File: config.mk
export PLATFORM = sky130hd
export DESIGN_NAME = spi_eeprom_word_ctrl
export DESIGN_NICKNAME = d
export VERILOG_FILES = /design/src/rtl/spi_eeprom_word_ctrl.sv
export SDC_FILE = /design/constraint.sdc
export NUM_CORES = 1
export LEC_CHECK = 0
export BUFFER_PORTS_ARGS = -buffer_cell sky130_fd_sc_hd__buf_2
export CAP_MARGIN = 20
export CELL_PAD_IN_SITES_DETAIL_PLACEMENT = 1
export CELL_PAD_IN_SITES_GLOBAL_PLACEMENT = 1
export CORE_UTILIZATION = 35
export DETAILED_ROUTE_END_ITERATION = 10
export PLACE_DENSITY_LB_ADDON = 0.1
export SYNTH_ARGS = -nofsm -noshare
export SYNTH_HDL_FRONTEND = slang
export SYNTH_SLANG_ARGS = --single-unit
File: constraint.sdc
create_clock -name clk -period 2.8 [get_ports clk]
set_clock_uncertainty 0.15 [all_clocks]
set_input_delay 0.42 -clock clk [delete_from_list [all_inputs] [get_ports clk]]
set_output_delay 0.42 -clock clk [all_outputs]
set_load 0.01 [all_outputs]
File: src/rtl/spi_eeprom_word_ctrl.sv
module spi_eeprom_word_ctrl #(
  parameter int DEV_WORDS   = 256,
  parameter int ADDR_BITS   = 8,
  parameter int PAGE_BYTES  = 16,
  parameter int RETRY_LIMIT = 8,
  parameter int DIV_W       = 8,
  localparam int OFS_W = $clog2(DEV_WORDS),
  localparam int CNT_W = OFS_W + 1
) (
  input  logic             clk,
  input  logic             rst_n,
  input  logic [DIV_W-1:0] cfg_div,
  input  logic             req_valid,
  output logic             req_ready,
  input  logic             req_write,
  input  logic [OFS_W-1:0] req_offset,
  input  logic [CNT_W-1:0] req_count,
  input  logic             wr_valid,
  output logic             wr_ready,
  input  logic [15:0]      wr_data,
  output logic             rd_valid,
  input  logic             rd_ready,
  output logic [15:0]      rd_data,
  output logic             done,
  output logic             err,
  output logic             spi_cs_n,
  output logic             spi_sck,
  output logic             spi_mosi,
  input  logic             spi_miso
);

  localparam int TRY_W = $clog2(RETRY_LIMIT + 1);
  localparam int CMD_N = 8 + ADDR_BITS;
  localparam logic [23:0] ADDR_MASK = 24'((64'd1 << ADDR_BITS) - 64'd1);
  localparam logic [CNT_W:0] SIZE_X = (CNT_W+1)'(DEV_WORDS);
  localparam logic [7:0] OP_RDSR = 8'h05, OP_READ = 8'h03, OP_WRITE = 8'h02,
                         OP_WREN = 8'h06, OP_A8 = 8'h08;

  typedef enum logic [3:0] {
    S_IDLE, S_POLL, S_PCHK, S_CMD, S_WEN_END, S_WCMD, S_WWAIT,
    S_WNEXT, S_RDAT, S_RHOLD, S_SHIFT, S_GAP
  } st_t;

  st_t st, ret;
  logic [23:0]      sh_out;
  logic [15:0]      sh_in;
  logic [4:0]       nbits;
  logic [DIV_W-1:0] cnt;
  logic [TRY_W-1:0] tries;
  logic [CNT_W-1:0] cur, left;
  logic             is_wr, sck_q, cs_q, done_q, err_q;

  wire [CNT_W:0]     req_end  = (CNT_W+1)'(req_offset) + (CNT_W+1)'(req_count);
  wire               bad      = (req_count == '0) || ((CNT_W+1)'(req_offset) >= SIZE_X)
                                || (req_end > SIZE_X);
  wire [23:0]        baddr    = 24'(cur) << 1;
  wire               a8       = (ADDR_BITS == 8) && (24'(cur) >= 24'd128);
  wire               page_hit = (baddr % 24'(PAGE_BYTES)) == 24'd0;
  wire [7:0]         op_rw    = (is_wr ? OP_WRITE : OP_READ) | (a8 ? OP_A8 : 8'h00);
  wire [23:0]        cmd_word = (24'(op_rw) << ADDR_BITS) | (baddr & ADDR_MASK);
  wire [DIV_W-1:0]   div_eff  = (cfg_div == '0) ? DIV_W'(1) : cfg_div;
  wire               tick     = (cnt == div_eff - DIV_W'(1));

  logic        ld;
  logic [23:0] ld_val;
  logic [4:0]  ld_n;
  st_t         ld_ret;

  always_comb begin
    ld = 1'b0; ld_val = '0; ld_n = 5'd0; ld_ret = S_IDLE;
    case (st)
      S_POLL:  begin ld = 1'b1; ld_val = {8'h00, OP_RDSR, 8'h00}; ld_n = 5'd16; ld_ret = S_PCHK; end
      S_CMD:   begin
        ld = 1'b1;
        if (is_wr) begin ld_val = 24'(OP_WREN); ld_n = 5'd8; ld_ret = S_WEN_END; end
        else       begin ld_val = cmd_word; ld_n = 5'(CMD_N); ld_ret = S_RDAT; end
      end
      S_WCMD:  begin ld = 1'b1; ld_val = cmd_word; ld_n = 5'(CMD_N); ld_ret = S_WWAIT; end
      S_WWAIT: begin ld = wr_valid; ld_val = {8'h00, wr_data[7:0], wr_data[15:8]}; ld_n = 5'd16; ld_ret = S_WNEXT; end
      S_RDAT:  begin ld = 1'b1; ld_n = 5'd16; ld_ret = S_RHOLD; end
      default: ;
    endcase
  end

  always_ff @(posedge clk or negedge rst_n) begin
    if (!rst_n) begin
      st <= S_IDLE; ret <= S_IDLE;
      sh_out <= '0; sh_in <= '0; nbits <= '0; cnt <= '0; tries <= '0;
      cur <= '0; left <= '0; is_wr <= 1'b0;
      sck_q <= 1'b0; cs_q <= 1'b1; done_q <= 1'b0; err_q <= 1'b0;
    end else begin
      done_q <= 1'b0;
      if (ld) begin
        sh_out <= ld_val << (5'd24 - ld_n);
        nbits  <= ld_n;
        ret    <= ld_ret;
        st     <= S_SHIFT;
        cs_q   <= 1'b0;
        cnt    <= '0;
        if (st == S_WWAIT) begin
          cur  <= cur + 1'b1;
          left <= left - 1'b1;
        end
      end else begin
        case (st)
          S_IDLE: if (req_valid) begin
            is_wr <= req_write;
            cur   <= CNT_W'(req_offset);
            left  <= req_count;
            tries <= '0;
            if (bad) begin done_q <= 1'b1; err_q <= 1'b1; end
            else st <= S_POLL;
          end
          S_PCHK: begin
            cs_q <= 1'b1;
            cnt  <= '0;
            if (!sh_in[0]) begin ret <= S_CMD; st <= S_GAP; end
            else if (tries == TRY_W'(RETRY_LIMIT - 1)) begin
              done_q <= 1'b1; err_q <= 1'b1; st <= S_IDLE;
            end else begin
              tries <= tries + 1'b1; ret <= S_POLL; st <= S_GAP;
            end
          end
          S_WEN_END: begin cs_q <= 1'b1; cnt <= '0; ret <= S_WCMD; st <= S_GAP; end
          S_WNEXT: begin
            if (left == '0) begin
              cs_q <= 1'b1; done_q <= 1'b1; err_q <= 1'b0; st <= S_IDLE;
            end else if (page_hit) begin
              cs_q <= 1'b1; cnt <= '0; tries <= '0; ret <= S_POLL; st <= S_GAP;
            end else st <= S_WWAIT;
          end
          S_RHOLD: if (rd_ready) begin
            left <= left - 1'b1;
            cur  <= cur + 1'b1;
            if (left == CNT_W'(1)) begin
              cs_q <= 1'b1; done_q <= 1'b1; err_q <= 1'b0; st <= S_IDLE;
            end else st <= S_RDAT;
          end
          S_GAP: if (tick) st <= ret; else cnt <= cnt + 1'b1;
          S_SHIFT: begin
            if (!tick) cnt <= cnt + 1'b1;
            else begin
              cnt <= '0;
              if (!sck_q) begin
                sck_q <= 1'b1;
                sh_in <= {sh_in[14:0], spi_miso};
              end else begin
                sck_q  <= 1'b0;
                sh_out <= sh_out << 1;
                nbits  <= nbits - 1'b1;
                if (nbits == 5'd1) st <= ret;
              end
            end
          end
          default: ;
        endcase
      end
    end
  end

  assign req_ready = (st == S_IDLE);
  assign wr_ready  = (st == S_WWAIT);
  assign rd_valid  = (st == S_RHOLD);
  assign rd_data   = {sh_in[7:0], sh_in[15:8]};
  assign done      = done_q;
  assign err       = err_q;
  assign spi_cs_n  = cs_q;
  assign spi_sck   = sck_q;
  assign spi_mosi  = (st == S_SHIFT) && sh_out[23];

endmodule

; ---- Word level (Yosys, flattened, before mapping)
; Cells that the tools add are included.
[totals]
regBits = 88
in_bits = 48
output_inout_bits = 24
word_cells = 183
[op_classes]
addsub = 8
n_lt_le_gt_ge = 2
eq_ne = 39
n_shift = 1
muxes = 84
bitwise_logic = 4
n_reduce_logical = 31
[ops]
columns = operator, n
row1 = two-way mux 4 bit, 25
row2 = two-way mux 24 bit, 4
row3 = two-way mux 9 bit, 8
row4 = one-hot mux 16 bit (4 select lines), 1
row5 = two-way mux 8 bit, 6
row6 = one-hot mux 9 bit (2 select lines), 2
row7 = one-hot mux 8 bit (4 select lines), 1
row8 = one-hot mux 4 bit (7 select lines), 1
row9 = two-way mux 5 bit, 5
row10 = logical NOT 24 bit, 1
row11 = one-hot mux 4 bit (3 select lines), 2
row12 = left shift 24 x 5 -> 24 bit, 1
row13 = two-way mux 1 bit, 22
row14 = "!= test 3 bit, second input constant", 7
row15 = "== test 4 x 3 -> 1 bit, second input constant", 5
row16 = one-hot mux 4 bit (5 select lines), 1
row17 = AND reduction 4 bit, 5
row18 = logical NOT 9 bit, 2
row19 = "== test 4 bit, second input constant", 4
row20 = "!= test 2 bit, second input constant", 8
row21 = two-way mux 12 bit, 1
row22 = OR 12 x 8 -> 12 bit, 1
row23 = nonzero test 4 bit, 3
row24 = adder 8 x 9 -> 10 bit, 1
row25 = 38 further kinds, 52

; ---- Longest topological paths before layout
; Gate-level depths: netlist (run 1).
[depth]
word_depth = 8
depth_mapped = 13
ltp_nobuf = 10

; ---- Worst setup path before layout (run 1)
; Ideal clock, no wire load.
[synth_timing]
path_type = input -> register
start = in cfg_div[2]
end = reg sh_in[10]
setup_time_ns = 0.125
arrival_ns = 2.888
required_time_ns = 2.525
setup_slack_ns = -0.364
stages = 12
path_buffers = 2
path_cell_list = nor4_1 > a21oi_1 > ha_1 > nor2b_1 > or3_1 > a31oi_1 > and3_4 > buf_6 > nand2_4 > nor3_4 > buf_6 > mux2_4
[synth_between]
elab_chain_cells = 5
[synth_lines]
columns = element, line_no
row1 = "start, declared", 12  ; input logic [DIV_W-1:0] cfg_div,
row2 = logical NOT 8 bit, 61  ; wire [DIV_W-1:0] div_eff = (cfg_div == '0) ? DIV_W'(1) : cfg_div;
row3 = two-way mux 8 bit (*), 61
row4 = subtractor 8 x 1 -> 8 bit (*), 62  ; wire tick = (cnt == div_eff - DIV_W'(1));
row5 = == test 8 bit (*), 62
row6 = AND reduction 4 bit (no line) (*), n/a
row7 = "end signal, assigned", 146  ; sh_in <= {sh_in[14:0], spi_miso};
row8 = "end, declared", 46  ; logic [15:0] sh_in;
; Mark *: on every way between the ends. The rest lies on a longest branch, timed or not.
; A chain may end at the register's enable or synchronous reset.

; ---- Worst setup path after layout (run 1)
[layout_timing]
start = reg left[1]
end = reg st[1]
[layout_between]
elab_chain_cells = 4
[layout_lines]
columns = element, line_no
row1 = "start, declared", 50  ; logic [CNT_W-1:0] cur, left;
row2 = "start signal, assigned", 102  ; left <= left - 1'b1;
row3 = "start signal, assigned", 109  ; left <= req_count;
row4 = "start signal, assigned", 133  ; left <= left - 1'b1;
row5 = logical NOT 9 bit, 126  ; if (left == '0) begin
row6 = two-way mux 4 bit, 126
row7 = one-hot mux 4 bit (7 select lines), 105  ; case (st)
row8 = two-way mux 4 bit, 93  ; if (ld) begin
row9 = "end signal, assigned", 139  ; S_GAP: if (tick) st <= ret; else cnt <= cnt + 1'b1;
row10 = "end signal, assigned", 151  ; if (nbits == 5'd1) st <= ret;
row11 = "end, declared", 44  ; st_t st, ret;
; No other way between the ends.

==> results of run 1 <==
cells in the mapped netlist, drive strengths merged, types with 4 or more instances:
cell      n
nor2b     9
mux2i     8
nand2    77
nand2b   10
xor2      5
nand4     6
a21oi    48
a21boi    5
or2       4
clkbuf   23
o21ai    62
o21a      5
a21o      8
a31oi    15
mux2     17
dfrtp    87
o31ai     4
a2bb2oi  10
xnor2     9
nor2     39
a221o     5
ha       17
or4       4
nor3     20
and2      5
nor4      6
and3      5
buf      11
a22oi     5
o22ai     9
inv      30
nand3    29
critical path, stage by stage (launching register included):
cell and delay [ps]:
sky130_fd_sc_hd__dfrtp_1 400, sky130_fd_sc_hd__inv_1 90, sky130_fd_sc_hd__ha_1 190, sky130_fd_sc_hd__or3b_2 460
sky130_fd_sc_hd__or4_1 470, sky130_fd_sc_hd__buf_4 170, sky130_fd_sc_hd__nand2b_1 110, sky130_fd_sc_hd__nand2_1 80
sky130_fd_sc_hd__a2111oi_0 380, sky130_fd_sc_hd__nor3_1 80
per-stage QoR:
stage               hold slack [ps]  setup TNS (ps)
global placement                187           -5230
detailed placement              190           -8520
global route                    147           -8.53
CTS                             133               0
finish                          143               0
floorplan                     -25.6           -2100
what timing repair did:
item / CTS / global route
endpoints found under the hold margin: 17 / 0
setup endpoints to repair: 0 / 6
resized for setup: 0 / 5
setup buffers: 0 / 3
hold buffers: 1 / 0
worst max-delay path by stage:
stage,depth (start not counted),endpoint,slack [ps]
after CTS,11,st[1],40
after detailed placement,11,st[1],-320
after global placement,11,st[1],-240
final,9,st[1],90
after floorplan,12,sh_in[10],-190
after global routing,13,st[3],-7
routing by layer:
metal	up-vias	global-route usage	part of all wire
met2	93	0.371	0.47
met1	2656	0.297	0.47
li1	2591	-	-
met3	24	0.0378	0.034
met4	0	0.0879	0.024
met5	-	0	0
logic make-up (layout without fill, tap and decap cells):
logic type,after synthesis,count (layout),share of synthesized area
AND/OR/NAND/NOR,227,227,0.201
AO/OA/AOI/OAI,206,206,0.240
flip-flops,88,88,0.391
buffers and inverters,64,197,0.0508
multiplexers,25,25,0.0541
adder cells (fa/ha/maj),18,18,0.0413
XOR/XNOR,14,14,0.0217
power by group:
group / switching (uW) / total (uW) / internal (uW) / leakage [uW]
Combinational: 1840 / 3090 / 1250 / 0.00198
Clock: 567 / 1270 / 702 / 0.000147
Sequential: 372 / 2020 / 1650 / 0.00113
Total: 2780 / 6380 / 3600 / 0.00325
cell type report:
type                            count  area (um2)  share of cell area
Multi-Input combinational cell    490        3210               0.450
Sequential cell                    88        2200               0.310
Timing Repair Buffer              151        1020               0.144
Tap cell                          216         270              0.0380
Clock buffer                        9         225              0.0316
Inverter                           30         113              0.0158
Clock inverter                      7        77.6              0.0109
state kept, by name (all words and copies together), names as in the netlist:
register	count
err	1
is_wr	1
ret	4
done	1
sh_in	16
left	9
st	4
nbits	5
tries	4
sh_out	24
cnt	8
spi_sck	1
cur	9
spi_cs_n	1
==> impl_table.tex, run 1 <==
\begin{tabular}{lr}
\hline
Metric & Value \\
\hline
\multicolumn{2}{l}{\textbf{Outcome}} \\
\quad Status & finished clean \\
\multicolumn{2}{l}{\textbf{Worst hold path}} \\
\quad Worst Hold Endpoint & sh\_out[22] \\
\quad Count of cells along the worst hold path & 3 \\
\quad Path category of the worst min-delay check & primary input to flip-flop \\
\quad Hold Path Origin & wr\_data[6] \\
\multicolumn{2}{l}{\textbf{GRT}} \\
\quad Pin count of the biggest net entering global routing & 52 \\
\quad Remaining global-route overflow & 0 \\
\quad Antenna violations before repair & 0 \\
\quad Vias in the first global route & between 5,000 and 6,000 \\
\quad Global-route wire length before repair & around 29,000 um \\
\quad Aggregate global-route resource usage & 0.226 \\
\multicolumn{2}{l}{\textbf{Timing}} \\
\quad Setup violations, final & 0 \\
\quad Final Worst Setup Slack & 90.4 ps \\
\quad Final-report hold violation count & 0 \\
\quad Final period demand of the worst path & about 2700 ps \\
\quad Final Slew Violations & 0 \\
\quad Max\_slew headroom & 0.541 \\
\quad Tcrit/Tclk final & 0.968 \\
\quad Peak Freq & 369 MHz \\
\quad Slew at the pin closest to its max-slew limit & between 600 and 700 ps \\
\multicolumn{2}{l}{\textbf{Worst setup path}} \\
\quad Worst setup startpoint & left[1] \\
\quad Worst reg2reg startpoint & left[1] \\
\quad Endpoint type of the worst setup path & flip-flop \\
\quad Reg2reg setup slack & 90 ps \\
\quad Startpoint-to-endpoint class of the critical path & flip-flop to flip-flop \\
\quad Depth of the worst register-to-register path & 9 \\
\quad Startpoint types & flip-flop \\
\quad CP Max Fanout & 3 \\
\quad Critical Path RT & between 2000 and 3000 ps \\
\quad Critical path arrival & 2790 ps \\
\quad Endpoint of the worst register-to-register path & st[1] \\
\multicolumn{2}{l}{\textbf{Routing}} \\
\quad DRC violation count after routing & 0 \\
\quad Post-DRT Antenna Nets & 0 \\
\quad Total via count in the routed design & 5,364 \\
\quad Vias per cell & 5.41 \\
\quad Starting DRT DRC Count & roughly 210 \\
\quad Post-DR wirelength/cell & between 15 and 20 um \\
\quad TritonRoute pass-1 iters & 4 \\
\quad Final WL & 17,700 um \\
\multicolumn{2}{l}{\textbf{Finish}} \\
\quad Final net count & about 840 \\
\quad Fill cell count & 1,883 \\
\quad Post-route non-filler standard cell count & between 900 and 1,000 \\
\quad Design area & 0.00712 mm2 \\
\quad Share of final-layout standard cells stronger than drive strength 1 & 0.270 \\
\quad Top library cells by usage in the layout, fill and taps aside & sky130\_fd\_sc\_hd\_\_dfrtp\_1, sky130\_fd\_sc\_hd\_\_buf\_4, sky130\_fd\_sc\_hd\_\_nand2\_1, sky130\_fd\_sc\_hd\_\_buf\_2, sky130\_fd\_sc\_hd\_\_o21ai\_0 \\
\quad Fraction of the core area covered by cells at the end of the flow & 0.450 \\
\quad Diode insertion count for antenna repair & 0 \\
\quad Synthesis-to-layout area growth & 26.2\% \\
\quad Most common cell after layout, fill and taps aside & sky130\_fd\_sc\_hd\_\_dfrtp\_1 \\
\multicolumn{2}{l}{\textbf{Die}} \\
\quad Row count & 46 \\
\quad Number of I/O pins & about 70 \\
\quad Starting density of the core & 0.356 \\
\quad Die Y-Extent & roughly 130 um \\
\quad Width of the die & approximately 130 um \\
\quad Core Region & 0.0158 mm2 \\
\quad Area of the die & around 0.017 mm2 \\
\multicolumn{2}{l}{\textbf{Clocking}} \\
\quad Clock sink count & 88 \\
\quad CTS root buffer & sky130\_fd\_sc\_hd\_\_clkbuf\_16 \\
\quad Clock tree from TritonCTS & built \\
\quad Num CTS Buffers & 9 \\
\quad Clock transition at the register clock pins on the worst setup and hold paths after CTS & 70 ps \\
\quad Buffers from clock root to sink, at most & 2 \\
\quad Clock latency at the later pin of the worst-skew pair & 360 ps \\
\quad Number of H-tree levels & 3 \\
\multicolumn{2}{l}{\textbf{Synth}} \\
\quad Top\_reg\_cell synth & sky130\_fd\_sc\_hd\_\_dfrtp\_1 \\
\quad Sequential area share after synthesis & 0.391 \\
\quad Number of library cell types mapped by synthesis & 75 \\
\quad Flop and latch count out of synthesis & about 90 \\
\quad Share of synthesized registers carrying an async set or reset & 1.00 \\
\quad Cells taking the most area after synthesis & sky130\_fd\_sc\_hd\_\_dfrtp\_1, sky130\_fd\_sc\_hd\_\_nand2\_1, sky130\_fd\_sc\_hd\_\_o21ai\_0 \\
\quad Number of nets in the synthesized netlist & between 700 and 800 \\
\quad Area share of the leading cell type in the synthesized netlist & 0.386 \\
\quad Cell type with the largest total area after synthesis & sky130\_fd\_sc\_hd\_\_dfrtp\_1 \\
\quad Count of yosys warnings during synthesis & 0 \\
\quad Avg Synthesized Cell Area & $\sim$9 um2 \\
\quad Synthesized instance count & between 600 and 700 \\
\quad Number of enable-type register cells in the synthesized netlist & 0 \\
\quad Cell area after technology mapping & between 0.005 and 0.006 mm2 \\
\multicolumn{2}{l}{\textbf{Placement}} \\
\quad Placed standard-cell area & 0.00676 mm2 \\
\quad Post-DP HPWL & around 14,000 um \\
\quad Final RePlAce weighted congestion & 0.890 \\
\quad Port buffer count & between 70 and 80 \\
\quad Pre-CTS worst setup slack & -322 ps \\
\quad Number of placed cells counting well taps & $\sim$970 \\
\multicolumn{2}{l}{\textbf{Power}} \\
\quad Leakage component of the power & 0.00325 uW \\
\quad Power density cells & 897 mW/mm2 \\
\quad Worst-case vdd ir drop & 0.457 mV \\
\quad Post-layout total power & roughly 6400 uW \\
\multicolumn{2}{l}{\textbf{Job}} \\
\quad Max Cap Viol & 0 \\
\hline
\end{tabular}
(Power assumes the default switching activity.)
==> run 2: changes to the inputs <==
--- a/config.mk
+++ b/config.mk
@@ -9,6 +9,7 @@
 export CAP_MARGIN = 20
 export CELL_PAD_IN_SITES_DETAIL_PLACEMENT = 1
 export CELL_PAD_IN_SITES_GLOBAL_PLACEMENT = 1
+export CORE_ASPECT_RATIO = 1.25
 export CORE_UTILIZATION = 35
 export DETAILED_ROUTE_END_ITERATION = 10
 export PLACE_DENSITY_LB_ADDON = 0.1
==> run 2 against run 1 <==
  * Sequential power barely moved
  * Final area shrank 0.33%
  * First-iteration DRC count is 35% higher
  * Clock-buffer cell count grew 2
  * Critical path depth unchanged
  * Non-clock buffer count shrank 3
==> impl_table.tex, run 2 (synthesis gave the netlist of run 1 again) <==
\begin{tabular}{lr}
\hline
Metric & Value \\
\hline
\multicolumn{2}{l}{\textbf{Routing}} \\
\quad Vias per cell & 5.48 (was 5.41) \\
\quad DRC violation count after routing & 0 (unchanged) \\
\quad Final WL & 17,400 um (was 17,700 um) \\
\quad Post-DR wirelength/cell & 17.7 um (was 17.9 um) \\
\quad Detail Route met3 WL & 482 um (was 610 um) \\
\quad Post-route met1 wirelength & 7300 um (was 8320 um) \\
\quad Total via count in the routed design & 5,393 (was 5,364) \\
\quad TritonRoute pass-1 iters & 4 (unchanged) \\
\quad Routed length on met2 & 9250 um (was 8380 um) \\
\quad Post-DRT Antenna Nets & 0 (unchanged) \\
\quad Highest metal layer with signal wires & met4 (unchanged) \\
\quad Starting DRT DRC Count & 287 (was 212) \\
\multicolumn{2}{l}{\textbf{GRT}} \\
\quad Remaining global-route overflow & 0 (unchanged) \\
\quad Antenna violations before repair & 0 (unchanged) \\
\quad Aggregate global-route resource usage & 0.221 (was 0.226) \\
\quad Pin count of the biggest net entering global routing & 89 (was 52) \\
\quad Vias in the first global route & 5,791 (was 5,541) \\
\quad Global-route wire length before repair & 28,500 um (was 28,700 um) \\
\multicolumn{2}{l}{\textbf{Worst hold path}} \\
\quad Hold Path Origin & req\_valid (was wr\_data[6]) \\
\quad Worst Hold Endpoint & cur[8] (was sh\_out[22]) \\
\quad Path category of the worst min-delay check & primary input to flip-flop (unchanged) \\
\quad Count of cells along the worst hold path & 2 (was 3) \\
\multicolumn{2}{l}{\textbf{Outcome}} \\
\quad Status & finished clean (unchanged) \\
\multicolumn{2}{l}{\textbf{Timing}} \\
\quad Tcrit/Tclk final & 0.961 (was 0.968) \\
\quad Setup violations, final & 0 (unchanged) \\
\quad Worst hold slack after final layout & 145 ps (was 143 ps) \\
\quad Final-report hold violation count & 0 (unchanged) \\
\quad Max\_slew headroom & 0.551 (was 0.541) \\
\quad Final period demand of the worst path & 2690 ps (was 2710 ps) \\
\quad Final Worst Setup Slack & 108 ps (was 90.4 ps) \\
\quad Peak Freq & 372 MHz (was 369 MHz) \\
\quad Final Slew Violations & 0 (unchanged) \\
\quad Setup Total Neg Slack & 0 ps (unchanged) \\
\quad Setup repair after global routing missed its margin & false \\
\quad Slew at the pin closest to its max-slew limit & 665 ps (was 688 ps) \\
\multicolumn{2}{l}{\textbf{Die}} \\
\quad Width of the die & 116 um (was 129 um) \\
\quad Row count & 51 (was 46) \\
\quad Area of the die & 0.0166 mm2 (about the same) \\
\quad Number of I/O pins & 72 (unchanged) \\
\quad Die Y-Extent & 144 um (was 129 um) \\
\quad Starting density of the core & 0.359 (was 0.356) \\
\quad Core Region & 0.0157 mm2 (was 0.0158 mm2) \\
\multicolumn{2}{l}{\textbf{Placement}} \\
\quad Placed standard-cell area & 0.00674 mm2 (was 0.00676 mm2) \\
\quad Final RePlAce weighted congestion & 0.857 (was 0.890) \\
\quad Post-DP HPWL & 13,100 um (was 13,500 um) \\
\quad Pre-CTS worst setup slack & -276 ps (was -322 ps) \\
\quad Port buffer count & 71 (unchanged) \\
\multicolumn{2}{l}{\textbf{Finish}} \\
\quad Sequential standard cell area & 0.00220 mm2 (unchanged) \\
\quad Fill cell count & 1,886 (was 1,883) \\
\quad Design area & 0.00709 mm2 (was 0.00712 mm2) \\
\quad Top library cells by usage in the layout, fill and taps aside & sky130\_fd\_sc\_hd\_\_dfrtp\_1, sky130\_fd\_sc\_hd\_\_nand2\_1, sky130\_fd\_sc\_hd\_\_buf\_4, sky130\_fd\_sc\_hd\_\_buf\_2, sky130\_fd\_sc\_hd\_\_o21ai\_0 (was sky130\_fd\_sc\_hd\_\_dfrtp\_1, sky130\_fd\_sc\_hd\_\_buf\_4, sky130\_fd\_sc\_hd\_\_nand2\_1, sky130\_fd\_sc\_hd\_\_buf\_2, sky130\_fd\_sc\_hd\_\_o21ai\_0) \\
\quad Diode insertion count for antenna repair & 0 (unchanged) \\
\quad Top register by number of flip-flops & sh\_out (unchanged) \\
\quad Most common cell after layout, fill and taps aside & sky130\_fd\_sc\_hd\_\_dfrtp\_1 (unchanged) \\
\quad Share of final-layout standard cells stronger than drive strength 1 & 0.269 (was 0.270) \\
\quad Final net count & 833 (was 836) \\
\quad Number of flip-flops in the largest register & 24 (unchanged) \\
\quad Multi-input combinational cell area & 0.00321 mm2 (about the same) \\
\quad Largest registers & sh\_out (24), sh\_in (16) (unchanged) \\
\quad Synthesis-to-layout area growth & 25.8\% (was 26.2\%) \\
\multicolumn{2}{l}{\textbf{Power}} \\
\quad Post-layout total power & 6430 uW (was 6380 uW) \\
\quad Worst-case vdd ir drop & 0.415 mV (was 0.457 mV) \\
\quad Power density cells & 907 mW/mm2 (was 897 mW/mm2) \\
\quad Leakage component of the power & 0.00325 uW (about the same) \\
\multicolumn{2}{l}{\textbf{Clocking}} \\
\quad Postcts setup bufs & 0 (unchanged) \\
\quad Clock transition at the register clock pins on the worst setup and hold paths after CTS & 70 ps (about the same) \\
\quad Clock tree from TritonCTS & built (unchanged) \\
\quad CTS root buffer & sky130\_fd\_sc\_hd\_\_clkbuf\_16 (unchanged) \\
\quad Clock latency at the later pin of the worst-skew pair & 350 ps (was 360 ps) \\
\quad Num CTS Buffers & 9 (unchanged) \\
\quad Buffers from clock root to sink, at most & 2 (unchanged) \\
\quad Number of H-tree levels & 3 (unchanged) \\
\quad Clock sink count & 88 (unchanged) \\
\multicolumn{2}{l}{\textbf{Worst setup path}} \\
\quad Reg2reg setup slack & 110 ps (was 90 ps) \\
\quad CP Max Fanout & 6 (was 3) \\
\quad Startpoint-to-endpoint class of the critical path & flip-flop to flip-flop (unchanged) \\
\quad Endpoint type of the worst setup path & flip-flop (unchanged) \\
\quad Depth of the worst register-to-register path & 9 (unchanged) \\
\quad Critical Path RT & 2880 ps (about the same) \\
\quad Endpoint of the worst register-to-register path & tries[2] (was st[1]) \\
\quad Worst reg2reg startpoint & left[1] (unchanged) \\
\quad Startpoint types & flip-flop (unchanged) \\
\quad Critical path arrival & 2770 ps (was 2790 ps) \\
\multicolumn{2}{l}{\textbf{Job}} \\
\quad Max Cap Viol & 0 (unchanged) \\
\hline
\end{tabular}
-- run 2: report_power, final --
part | total, uW | switching (uW) | internal [uW]
combinational | 3100 | 1830 | 1280
clock | 1290 | 544 | 748
sequential | 2040 | 391 | 1650
-- run 2: layout make-up --
cell class              instances  area share
flip-flops and latches         88       0.311
well taps                     212      0.0374
clock buffers                  11      0.0356
inverters                      30      0.0159
repair buffers                148       0.139
multi-input cells             490       0.453
clock inverters                 5     0.00864
-- run 2: timing repair --
action                                  4_1_cts  5_1_grt
hold endpoints to repair                     37        0
hold buffers                                  1        0
gates resized for setup                       0        8
endpoints found under the setup margin        0       30
-- run 2: critical path: stages (launching register included) --
cell                      delay [ps]
sky130_fd_sc_hd__dfrtp_1         380
sky130_fd_sc_hd__inv_1            70
sky130_fd_sc_hd__ha_1            160
sky130_fd_sc_hd__or3b_2          460
sky130_fd_sc_hd__or4_1           460
sky130_fd_sc_hd__a31oi_2         300
sky130_fd_sc_hd__buf_4           150
sky130_fd_sc_hd__a211o_1         180
sky130_fd_sc_hd__or2_2           170
sky130_fd_sc_hd__o21ai_0         100
-- run 2: how the worst max path moves through the flow --
stage,to,slack (ps),from
finish,tries[2],110,left[1]
global route,st[1],6,req_count[0]
detailed placement,st[1],-280,cfg_div[3]
CTS,tries[2],50,left[1]
floorplan,sh_in[10],-190,cfg_div[5]
global placement,st[1],-260,cfg_div[5]
-- run 2: per-layer routing --
layer / GRT usage / vias to the layer above
met5: 0 / -
met1: 0.256 / 2699
li1: - / 2591
met4: 0.0786 / 0
met2: 0.408 / 79
met3: 0.0350 / 24
-- run 2: per-stage QoR --
stage,instances,util
after detailed placement,967,0.429
final,984,0.452
after global placement,967,0.429
after global routing,984,0.452
after CTS,984,0.450
after floorplan,642,-
